$ cat src/rtl/vecgen_pkg.sv
package vecgen_pkg;

  typedef enum logic [1:0] {
    ST_ISSUE   = 2'd0,
    ST_WAIT    = 2'd1,
    ST_PRESENT = 2'd2,
    ST_IDLE    = 2'd3
  } vg_state_e;

  typedef enum logic [1:0] {
    PH_STACK = 2'd0,
    PH_BOOT  = 2'd1,
    PH_EXC   = 2'd2
  } vg_phase_e;

  localparam int unsigned SYS_ENTRIES = 16;
  localparam int unsigned BASE_ALIGN  = 7;

  function automatic logic entry_reserved(input int unsigned n);
    return (n == 0) || (n >= 7 && n <= 10) || (n == 13);
  endfunction

endpackage

$ cat src/rtl/vecgen_base_reg.sv
module vecgen_base_reg #(
  parameter int unsigned AW = 32
) (
  input  logic          clk,
  input  logic          rst_n,
  input  logic          wr_en,
  input  logic [AW-1:0] wr_data,
  output logic [AW-1:0] base
);
  import vecgen_pkg::*;

  localparam int unsigned KEEP = AW - BASE_ALIGN;

  logic [KEEP-1:0] hi_q;

  always_ff @(posedge clk) begin
    if (!rst_n)     hi_q <= '0;
    else if (wr_en) hi_q <= wr_data[AW-1:BASE_ALIGN];
  end

  assign base = {hi_q, {BASE_ALIGN{1'b0}}};

endmodule

$ cat src/rtl/vecgen_decode.sv
module vecgen_decode #(
  parameter int unsigned AW          = 32,
  parameter int unsigned NUM_W       = 8,
  parameter int unsigned TABLE_WORDS = 24
) (
  input  logic [AW-1:0]    base,
  input  logic [NUM_W-1:0] num,
  output logic             legal,
  output logic [AW-1:0]    entry_addr
);
  import vecgen_pkg::*;

  localparam int unsigned PAD = AW - NUM_W - 2;

  always_comb begin
    legal      = (int'(num) < TABLE_WORDS) && !entry_reserved(int'(num));
    entry_addr = base + {{PAD{1'b0}}, num, 2'b00};
  end

endmodule

$ cat src/rtl/vecgen_seq.sv
module vecgen_seq #(
  parameter int unsigned AW = 32
) (
  input  logic          clk,
  input  logic          rst_n,
  input  logic          req_valid,
  output logic          req_ready,
  input  logic          dec_legal,
  input  logic [AW-1:0] dec_addr,
  output logic          boot_sel,
  output logic          mem_req_valid,
  input  logic          mem_req_ready,
  output logic [AW-1:0] mem_addr,
  input  logic          mem_rsp_valid,
  output logic          mem_rsp_ready,
  input  logic [AW-1:0] mem_rsp_data,
  output logic          out_valid,
  input  logic          out_ready,
  output logic [AW-1:0] out_data,
  output logic          out_sp,
  output logic          out_err
);
  import vecgen_pkg::*;

  vg_state_e     state_q;
  vg_phase_e     phase_q;
  logic [AW-1:0] addr_q;
  logic [AW-1:0] data_q;
  logic          err_q;

  always_ff @(posedge clk) begin
    if (!rst_n) begin
      state_q <= ST_ISSUE;
      phase_q <= PH_STACK;
      addr_q  <= '0;
      data_q  <= '0;
      err_q   <= 1'b0;
    end else begin
      case (state_q)
        ST_ISSUE: if (mem_req_ready) state_q <= ST_WAIT;
        ST_WAIT: if (mem_rsp_valid) begin
          data_q  <= mem_rsp_data;
          err_q   <= 1'b0;
          state_q <= ST_PRESENT;
        end
        ST_PRESENT: if (out_ready) begin
          if (phase_q == PH_STACK) begin
            phase_q <= PH_BOOT;
            addr_q  <= dec_addr;
            state_q <= ST_ISSUE;
          end else begin
            state_q <= ST_IDLE;
          end
        end
        default: if (req_valid) begin
          phase_q <= PH_EXC;
          if (dec_legal) begin
            addr_q  <= dec_addr;
            state_q <= ST_ISSUE;
          end else begin
            err_q   <= 1'b1;
            data_q  <= '0;
            state_q <= ST_PRESENT;
          end
        end
      endcase
    end
  end

  assign boot_sel      = (phase_q == PH_STACK);
  assign req_ready     = (state_q == ST_IDLE);
  assign mem_req_valid = (state_q == ST_ISSUE);
  assign mem_addr      = addr_q;
  assign mem_rsp_ready = (state_q == ST_WAIT);
  assign out_valid     = (state_q == ST_PRESENT);
  assign out_data      = data_q;
  assign out_sp        = (phase_q == PH_STACK);
  assign out_err       = err_q;

  a_r6_req_hold: assert property (@(posedge clk) disable iff (!rst_n)
    mem_req_valid && !mem_req_ready |=> mem_req_valid && $stable(mem_addr));

  a_r7_out_hold: assert property (@(posedge clk) disable iff (!rst_n)
    out_valid && !out_ready |=> out_valid && $stable(out_data) && $stable(out_sp) && $stable(out_err));

  a_r4_reject_no_read: assert property (@(posedge clk) disable iff (!rst_n)
    req_valid && req_ready && !dec_legal |=> out_valid && out_err && !mem_req_valid);

  a_r2_stack_first: assert property (@(posedge clk) disable iff (!rst_n)
    $rose(mem_req_valid) && !out_sp && $past(out_sp) |-> $past(out_valid && out_ready));

  a_r9_rsp_exclusive: assert property (@(posedge clk) disable iff (!rst_n)
    mem_rsp_ready |-> !mem_req_valid && !out_valid);

endmodule

$ cat src/rtl/vecgen_top.sv
module vecgen_top #(
  parameter int unsigned AW        = 32,
  parameter int unsigned NUM_W     = 8,
  parameter int unsigned EXT_LINES = 8
) (
  input  logic             clk,
  input  logic             rst_n,
  input  logic             req_valid,
  output logic             req_ready,
  input  logic [NUM_W-1:0] req_num,
  input  logic             cfg_wr_en,
  input  logic [AW-1:0]    cfg_wr_data,
  output logic             mem_req_valid,
  input  logic             mem_req_ready,
  output logic [AW-1:0]    mem_addr,
  input  logic             mem_rsp_valid,
  output logic             mem_rsp_ready,
  input  logic [AW-1:0]    mem_rsp_data,
  output logic             out_valid,
  input  logic             out_ready,
  output logic [AW-1:0]    out_data,
  output logic             out_sp,
  output logic             out_err
);
  import vecgen_pkg::*;

  localparam int unsigned TABLE_WORDS = EXT_LINES + SYS_ENTRIES;

  logic [AW-1:0]    base;
  logic             boot_sel;
  logic [NUM_W-1:0] dec_num;
  logic             dec_legal;
  logic [AW-1:0]    dec_addr;

  assign dec_num = boot_sel ? NUM_W'(1) : req_num;

  vecgen_base_reg #(.AW(AW)) u_base (
    .clk(clk), .rst_n(rst_n), .wr_en(cfg_wr_en), .wr_data(cfg_wr_data), .base(base)
  );

  vecgen_decode #(.AW(AW), .NUM_W(NUM_W), .TABLE_WORDS(TABLE_WORDS)) u_dec (
    .base(base), .num(dec_num), .legal(dec_legal), .entry_addr(dec_addr)
  );

  vecgen_seq #(.AW(AW)) u_seq (
    .clk(clk), .rst_n(rst_n),
    .req_valid(req_valid), .req_ready(req_ready),
    .dec_legal(dec_legal), .dec_addr(dec_addr), .boot_sel(boot_sel),
    .mem_req_valid(mem_req_valid), .mem_req_ready(mem_req_ready), .mem_addr(mem_addr),
    .mem_rsp_valid(mem_rsp_valid), .mem_rsp_ready(mem_rsp_ready), .mem_rsp_data(mem_rsp_data),
    .out_valid(out_valid), .out_ready(out_ready), .out_data(out_data),
    .out_sp(out_sp), .out_err(out_err)
  );

  a_r3_idle_only: assert property (@(posedge clk) disable iff (!rst_n)
    req_ready |-> !mem_req_valid && !out_valid && !mem_rsp_ready);

endmodule

$ cat config.mk
export PLATFORM = sky130hd
export DESIGN_NAME = vecgen_top
export DESIGN_NICKNAME = d
export VERILOG_FILES = /design/src/rtl/vecgen_pkg.sv /design/src/rtl/vecgen_base_reg.sv /design/src/rtl/vecgen_decode.sv /design/src/rtl/vecgen_seq.sv /design/src/rtl/vecgen_top.sv
export SDC_FILE = /design/constraint.sdc
export NUM_CORES = 1
export LEC_CHECK = 0
export BUFFER_PORTS_ARGS = -buffer_cell sky130_fd_sc_hd__clkbuf_2
export CAP_MARGIN = 20
export CORE_MARGIN = 2
export CORE_UTILIZATION = 40
export CTS_CLUSTER_SIZE = 14
export DETAILED_ROUTE_END_ITERATION = 6
export PLACE_DENSITY = 0.66
export SYNTH_ARGS = -nofsm -noshare
export SYNTH_HDL_FRONTEND = slang
export SYNTH_SLANG_ARGS = --single-unit
$ cat constraint.sdc
create_clock -name clk -period 2.9 [get_ports clk]
set_input_delay 0.145 -clock clk [delete_from_list [all_inputs] [get_ports clk]]
set_output_delay 0.145 -clock clk [all_outputs]
set_load 0.02 [all_outputs]
==> results of run 1 <==
[synth_stat cells (8+ instances only)]
master     n
nand2_1   41
dfxtp_1   92
nor3_1    11
o211ai_1  34
mux2i_1   37
nand3_1   16
inv_1      8
clkbuf_1  38
a21oi_1   40
nand4b_1  33
xnor2_1   11
nor2_1    32
[path summary, 6_finish.rpt]
kind                                         from                               to  slack (ns)
setup / recovery    u_seq.phase_q[1]$_SDFFE_PN0P_  u_seq.mem_addr[29]$_SDFFE_PN0P_        0.25
hold / removal                    cfg_wr_data[26]     u_base.hi_q[19]$_SDFFE_PN0P_        0.04
setup reg to reg    u_seq.phase_q[1]$_SDFFE_PN0P_  u_seq.mem_addr[29]$_SDFFE_PN0P_        0.25
hold reg to reg   u_seq.mem_addr[17]$_SDFFE_PN0P_  u_seq.mem_addr[17]$_SDFFE_PN0P_        0.46
[metal layers]
metal / up-vias / wire length [um] / track usage
met1: 2029 / 5433 / 0.2690
met3: 26 / 593 / 0.02587
met5: - / 0 / 0
met2: 126 / 6246 / 0.3414
met4: 0 / 347 / 0.1018
li1: 2089 / - / -
[power by group through the flow]
stage | Combinational, mW | Clock (mW) | Sequential (mW)
2_1_floorplan | 0.203 | 0 | 1.39
3_3_place_gp | 0.340 | 0 | 1.38
3_5_place_dp | 0.347 | 0 | 1.38
4_1_cts | 0.348 | 1.29 | 1.35
5_1_grt | 0.378 | 1.35 | 1.36
6_report | 0.347 | 1.28 | 1.35
[worst min-delay path, delay by kind of cell]
kind | cells | cell delay (ns)
buffers and inverters | 1 | 0.07
and+or+nand+nor | 1 | 0.07
muxes | 1 | 0.05
[state kept, by name, indices dropped and copies added (netlist names)]
register,cells
u_seq.mem_addr,30
u_base.hi_q,25
u_seq.out_err,1
u_seq.phase_q,2
u_seq.state_q,2
u_seq.out_data,32
[area by class of cell]
class,instances,area (um^2)
Clock buffer,13,250.2
Fill cell,1061,5336
Timing Repair Buffer,151,785.8
Multi-Input combinational cell,356,2444
Tap cell,140,175.2
Inverter,9,33.78
Clock inverter,3,68.82
Sequential cell,92,1842
[kinds of logic (layout without fill, tap and decap cells)]
logic type      after synthesis  count (layout)
compound gates              124             124
simple gates                172             172
xor+xnor                     17              17
flops                        92              92
fa+ha+maj                     4               4
other cells                   1               2
buf+inv                      55             176
mux                          37              37
[through the flow]
step                utilization  hold slack [ns]  area [um^2]  setup slack [ns]  power [mW]
detailed placement       0.4826           0.3905         5278            0.2194       1.725
global placement         0.4819           0.3809         5270            0.3141       1.716
global route             0.5120          0.05749         5599          0.009358       3.083
finish                   0.5120          0.03814         5599            0.2535       2.972
floorplan                     -           0.2924         4507            0.2636       1.589
CTS                      0.5118          0.03163         5597            0.1890       2.992
[repair_timing]
action / 4_1_cts / 5_1_grt
setup endpoints to repair: 0 / 1
hold buffers: 0 / 0
resized for setup: 0 / 1
==> summary.md, run 1 <==
| Metric | Value |
|---|---|
| Clock slew at reported path FFs | `around 0.070 ns` |
| Post-route ant nets | `0` |
| DP Wirelength | `between 8000 and 9000 um` |
| Share of cells above drive strength 1 | `0.2804` |
| Switch share | `0.2510` |
| #FFs+latches synth | `around 90` |
| Critical Path Sink Type | `flop` |
| Top cells by area, synth | `dfxtp_1 41%, mux2i_1 8.2%, nand4b_1 6.4%` |
| Hold Vio Cnt, Final | `0` |
| Peak Freq | `377.9 MHz` |
| Core area | `approximately 11000 um^2` |
| Antenna violations before repair | `0` |
| Critical path type | `flop to flop` |
| Setup TNS | `0 ns` |
| PortBufs | `approximately 140` |
| Num rows | `38` |
| Largest family of logic cells by synthesized area | `simple AND/OR/NAND/NOR gates` |
| H-Tree Depth | `3` |
| Crit-path leading delay family | `compound AO/OA/AOI/OAI gates` |
| Mapped Area | `around 4500 um^2` |
| RePlAce Congestion | `about 0.85` |
| Die width | `110.1 um` |
| Wirelength per Cell | `about 17 um` |
| Synth Area in Compound Gates | `0.1951` |
| Post-CTS Setup Bufs | `0` |
| Pleak | `between 2 and 2.5 nW` |
| Most frequent cells in the layout | `139 x clkbuf_2, 92 x dfxtp_1, 41 x nand2_1` |
| Prevailing post-synth register cell | `dfxtp_1` |
| XOR/XNOR Fraction of Synth Area | `0.03306` |
| Max Clock Skew | `0.009012 ns` |
| Diodes inserted | `0` |
| Post-Layout Cell Count | `approximately 760` |
| Post-synth ARST share | `0` |
| Die ar. | `~12000 um^2` |
| Final WL | `12620 um` |
| Worst-path maximum fanout | `10` |
| CTS tree | `yes` |
| Worst hold path stage count | `3` |
| Worst IR drop on VDD | `~260 uV` |
| DIE HEIGHT | `between 100 and 150 um` |
| Total congestion overflow | `0` |
| EDFF count, synth | `0` |
| Register area share after synthesis | `0.4090` |
| Placed insts | `roughly 750` |
| Crit start category | `flop` |
| Yosys cell types | `between 50 and 60` |
| GRT Overall Usage | `0.2077` |
| Initial DRC count | `267` |
| Yosys top cell area share | `0.4090` |
| Net Switching | `746.2 uW` |
| Crit path time final | `roughly 2.6 ns` |
| Fin crit share | `0.9126` |
| Ys Warns | `0` |
| Worst hold path class | `input port to flop` |
| Mapped Cells | `about 500` |
| Max-slew violations | `0` |
| Synthesized area per cell | `about 9 um^2` |
| Adder-cell share of the synthesized area | `0.01278` |
| Area growth syn-to-layout | `24.34%` |
| RSZ-0062 raised after global routing | `false` |
| Clk buf depth | `2` |
| # IOs | `about 150` |
| Simple-Gate Fraction of Synth Area | `0.2153` |
| Number of global-route vias before repair | `around 4000` |
| CTS Buf Count | `9` |
| Gate power share | `0.117` |
| Crit path largest cell delay | `between 0.4 and 0.5 ns` |
| Root Driver | `clkbuf_16` |
| Synth area leader | `dfxtp_1` |
| WP buf/inv | `1` |
| Power density over the cells | `530.8 nW/um^2` |
| Post-synthesis mux area share | `0.08225` |
| Flop pwr share | `0.454` |
| Slowest CP cell | `fa_1` |
| Internal power | `~2.2 mW` |
| Worst slew pin tran | `1.093 ns` |
| Worst EP required | `3.09 ns` |
| Final setup fails | `0` |
| CP arrival | `2.83 ns` |
| Stages on the worst setup path | `10` |
| Maxcap violations | `0` |
| Worst skew pair latency | `around 0.34 ns` |
| CP Cell Sequence | `or2_2, and2_1, ha_1, inv_1, fa_1, nor2b_2, o2111ai_4, o31a_1, a2111oi_1, a211oi_1` |
| R2R depth | `10` |
| Initial Util | `0.4118` |
| Largest net degree at the start of global routing | `a little over 70` |
| Slew margin rel. | `0.2697` |
| Most common cell after layout, fill and taps aside | `clkbuf_2` |
| First-pass GRT wire length | `roughly 20000 um` |
| DRC violations left | `0` |
| Status | `finished clean` |
| Via count | `between 4000 and 5000` |
| TritonRoute pass-1 iters | `4` |
| Clock Power Share | `0.429` |
| Clock sink count | `92` |
| Vias per Instance | `roughly 5.6` |
| Layout Nets | `702` |
No activity file was read; power rests on OpenSTA's default activity.
==> inputs of run 2 (changes only) <==
- CTS_BUF_LIST: unset -> sky130_fd_sc_hd__clkbuf_2 sky130_fd_sc_hd__clkbuf_4 sky130_fd_sc_hd__clkbuf_8
- PLACE_DENSITY: 0.66 -> 0.68
- clock period: 2.9 -> 2.3 ns (I/O delays scaled with it)
==> summary.md, run 2 (synthesis gave the netlist of run 1 again) <==
| Metric | Value |
|---|---|
| Power density over the cells | `555.4 nW/um^2 (was 530.8 nW/um^2)` |
| GRT Overall Usage | `0.2165 (was 0.2077)` |
| Slew margin rel. | `0.4212 (was 0.2697)` |
| Worst hold path stage count | `3 (unchanged)` |
| Pleak | `2.462 nW (was 2.346 nW)` |
| Worst skew pair latency | `0.36 ns (was 0.34 ns)` |
| Area growth syn-to-layout | `32.20% (was 24.34%)` |
| Crit path largest cell delay | `0.60 ns (was 0.41 ns)` |
| Largest register FFs | `32 (unchanged)` |
| Largest net degree at the start of global routing | `44 (was 71)` |
| Cell Area, Placed | `5383 um^2 (was 5278 um^2)` |
| Initial DRC count | `349 (was 267)` |
| R2R depth | `10 (unchanged)` |
| Most frequent cells in the layout | `139 x clkbuf_2, 90 x dfxtp_1, 41 x nand2_1 (was 139 x clkbuf_2, 92 x dfxtp_1, 41 x nand2_1)` |
| Post-Layout Inst Area | `5953 um^2 (was 5599 um^2)` |
| CTS Buf Count | `9 (unchanged)` |
| Die width | `110.1 um (unchanged)` |
| Antenna violations before repair | `0 (unchanged)` |
| TritonRoute pass-1 iters | `5 (was 4)` |
| Worst IR drop on VDD | `262.0 uV (was 263.2 uV)` |
| Worst EP required | `2.58 ns (was 3.09 ns)` |
| DRC violations left | `0 (unchanged)` |
| Power consumption | `3.306 mW (was 2.972 mW)` |
| CP Cell Sequence | `or2_4, and2_4, ha_4, inv_2, fa_2, nor2b_4, o2111ai_4, nor4_1, a2111oi_4, a211oi_1 (was or2_2, and2_1, ha_1, inv_1, fa_1, nor2b_2, o2111ai_4, o31a_1, a2111oi_1, a211oi_1)` |
| Clock slew at reported path FFs | `0.09 ns (was 0.07 ns)` |
| Share of cells above drive strength 1 | `0.3191 (was 0.2804)` |
| PortBufs | `139 (unchanged)` |
| Maxcap violations | `0 (unchanged)` |
| Crit path time final | `2.469 ns (was 2.647 ns)` |
| Layout Nets | `738 (was 702)` |
| Status | `finished with violations (was finished clean)` |
| Most common cell after layout, fill and taps aside | `clkbuf_2 (unchanged)` |
| Final core area utilization | `0.5444 (was 0.5120)` |
| DIE HEIGHT | `110.1 um (unchanged)` |
| Max-slew violations | `0 (unchanged)` |
| Vias per Instance | `5.588 (was 5.589)` |
| Max Clock Skew | `0.008855 ns (was 0.009012 ns)` |
| Slowest CP cell | `nor4_1 (was fa_1)` |
| Clk buf depth | `2 (unchanged)` |
| Via count | `4459 (was 4270)` |
| RePlAce Congestion | `0.8521 (was 0.8465)` |
| Initial Util | `0.4118 (unchanged)` |
| Diodes inserted | `0 (unchanged)` |
| Final worst setup slack | `-0.1690 ns (was 0.2535 ns)` |
| Violated checks | `setup timing` |
| Root Driver | `clkbuf_8 (was clkbuf_16)` |
| Fin crit share | `1.073 (was 0.9126)` |
| Clock sink count | `92 (unchanged)` |
| Worst-path maximum fanout | `5 (was 10)` |
| Final setup fails | `3 (was 0)` |
| # IOs | `149 (unchanged)` |
| Wirelength per Cell | `16.75 um (was 16.52 um)` |
| Total congestion overflow | `0 (unchanged)` |
| Final WL | `13370 um (was 12620 um)` |
| Critical Path Sink Type | `flop (unchanged)` |
| First-pass GRT wire length | `20690 um (was 19640 um)` |
| Worst hold path class | `input port to flop (unchanged)` |
| Number of global-route vias before repair | `4157 (was 3983)` |
| RSZ-0062 raised after global routing | `true (was false)` |
| CTS tree | `yes (unchanged)` |
| Hold Vio Cnt, Final | `0 (unchanged)` |
| DP Wirelength | `9176 um (was 8898 um)` |
| Num rows | `38 (unchanged)` |
| H-Tree Depth | `3 (unchanged)` |
| Peak Freq | `405.0 MHz (was 377.9 MHz)` |
| Die ar. | `12120 um^2 (unchanged)` |
| Critical path type | `flop to flop (unchanged)` |
| Core area | `10940 um^2 (unchanged)` |
| Post-route ant nets | `0 (unchanged)` |
| CP arrival | `2.75 ns (was 2.83 ns)` |
| Crit start category | `flop (unchanged)` |
| Hold Slack | `0.007017 ns (was 0.03814 ns)` |
| Worst slew pin tran | `0.8649 ns (was 1.093 ns)` |
==> run 2: changes by cell type in the layout (fill, tap and decap cells not counted), sizes merged <==
cell         before  now
clkbuf          152  151
bufinv            2    1
inv              10    9
o2111ai           4    5
dlygate4sd3       0   20
buf              12   27
clkinv            0    1
==> run 2: final cells by class <==
type | count | area [um^2]
fillers | 1009 | 4982
multi-input cells | 357 | 2582
flip-flops and latches | 92 | 1844
repair buffers | 186 | 1124
well taps | 140 | 175.2
clock buffers | 12 | 158.9
clock inverters | 2 | 35.03
inverters | 9 | 33.78
==> run 2: critical path: cells and delay by family (launching register included) <==
kind,cells,cell delay (ns)
simple gates,4,1.03
fa+ha+maj,2,0.53
compound gates,3,0.46
flops,1,0.33
buf+inv,1,0.04
==> run 2: metrics by stage <==
stage | TNS [ns] | setup WS [ns] | std cells
after detailed placement | -0.09510 | -0.05438 | 754
after global routing | -0.7402 | -0.2204 | 798
after floorplan | -0.0004734 | -0.0004734 | 503
after CTS | 0 | 0.02519 | 790
final | -0.1835 | -0.1690 | 798
after global placement | -0.008644 | -0.008644 | 754
==> run 2: worst paths after layout <==
| check | startpoint | to | slack, ns |
|---|---|---|---|
| setup / recovery | u_seq.phase_q[1]$_SDFFE_PN0P_ | u_seq.mem_addr[29]$_SDFFE_PN0P_ | -0.17 |
| setup reg to reg | u_seq.phase_q[1]$_SDFFE_PN0P_ | u_seq.mem_addr[29]$_SDFFE_PN0P_ | -0.17 |
| hold reg to reg | u_seq.mem_addr[14]$_SDFFE_PN0P_ | u_seq.mem_addr[14]$_SDFFE_PN0P_ | 0.46 |
| hold / removal | mem_rsp_data[6] | u_seq.out_data[6]$_SDFFE_PN0P_ | 0.007 |
==> run 2: what timing repair did <==
item,4_1_cts,5_1_grt
pin swaps,3,9
gates resized for setup,3,15
endpoints found under the setup margin,7,16
cloned,1,0
hold endpoints to repair,20,0
buffers inserted,1,8
hold buffers,20,0
==> run 2: where the power goes <==
part	internal [mW]	leakage [nW]	total [mW]	switching (mW)
logic	0.215	1.61	0.503	0.288
registers	1.64	0.749	1.70	0.0584
clock network	0.561	0.102	1.10	0.539
==> run 2: per-layer routing <==
metal | global-route usage | routed length [um]
met5 | 0 | 0
met4 | 0.09286 | 398
met3 | 0.02469 | 760
met2 | 0.3300 | 6196
met1 | 0.3091 | 6014
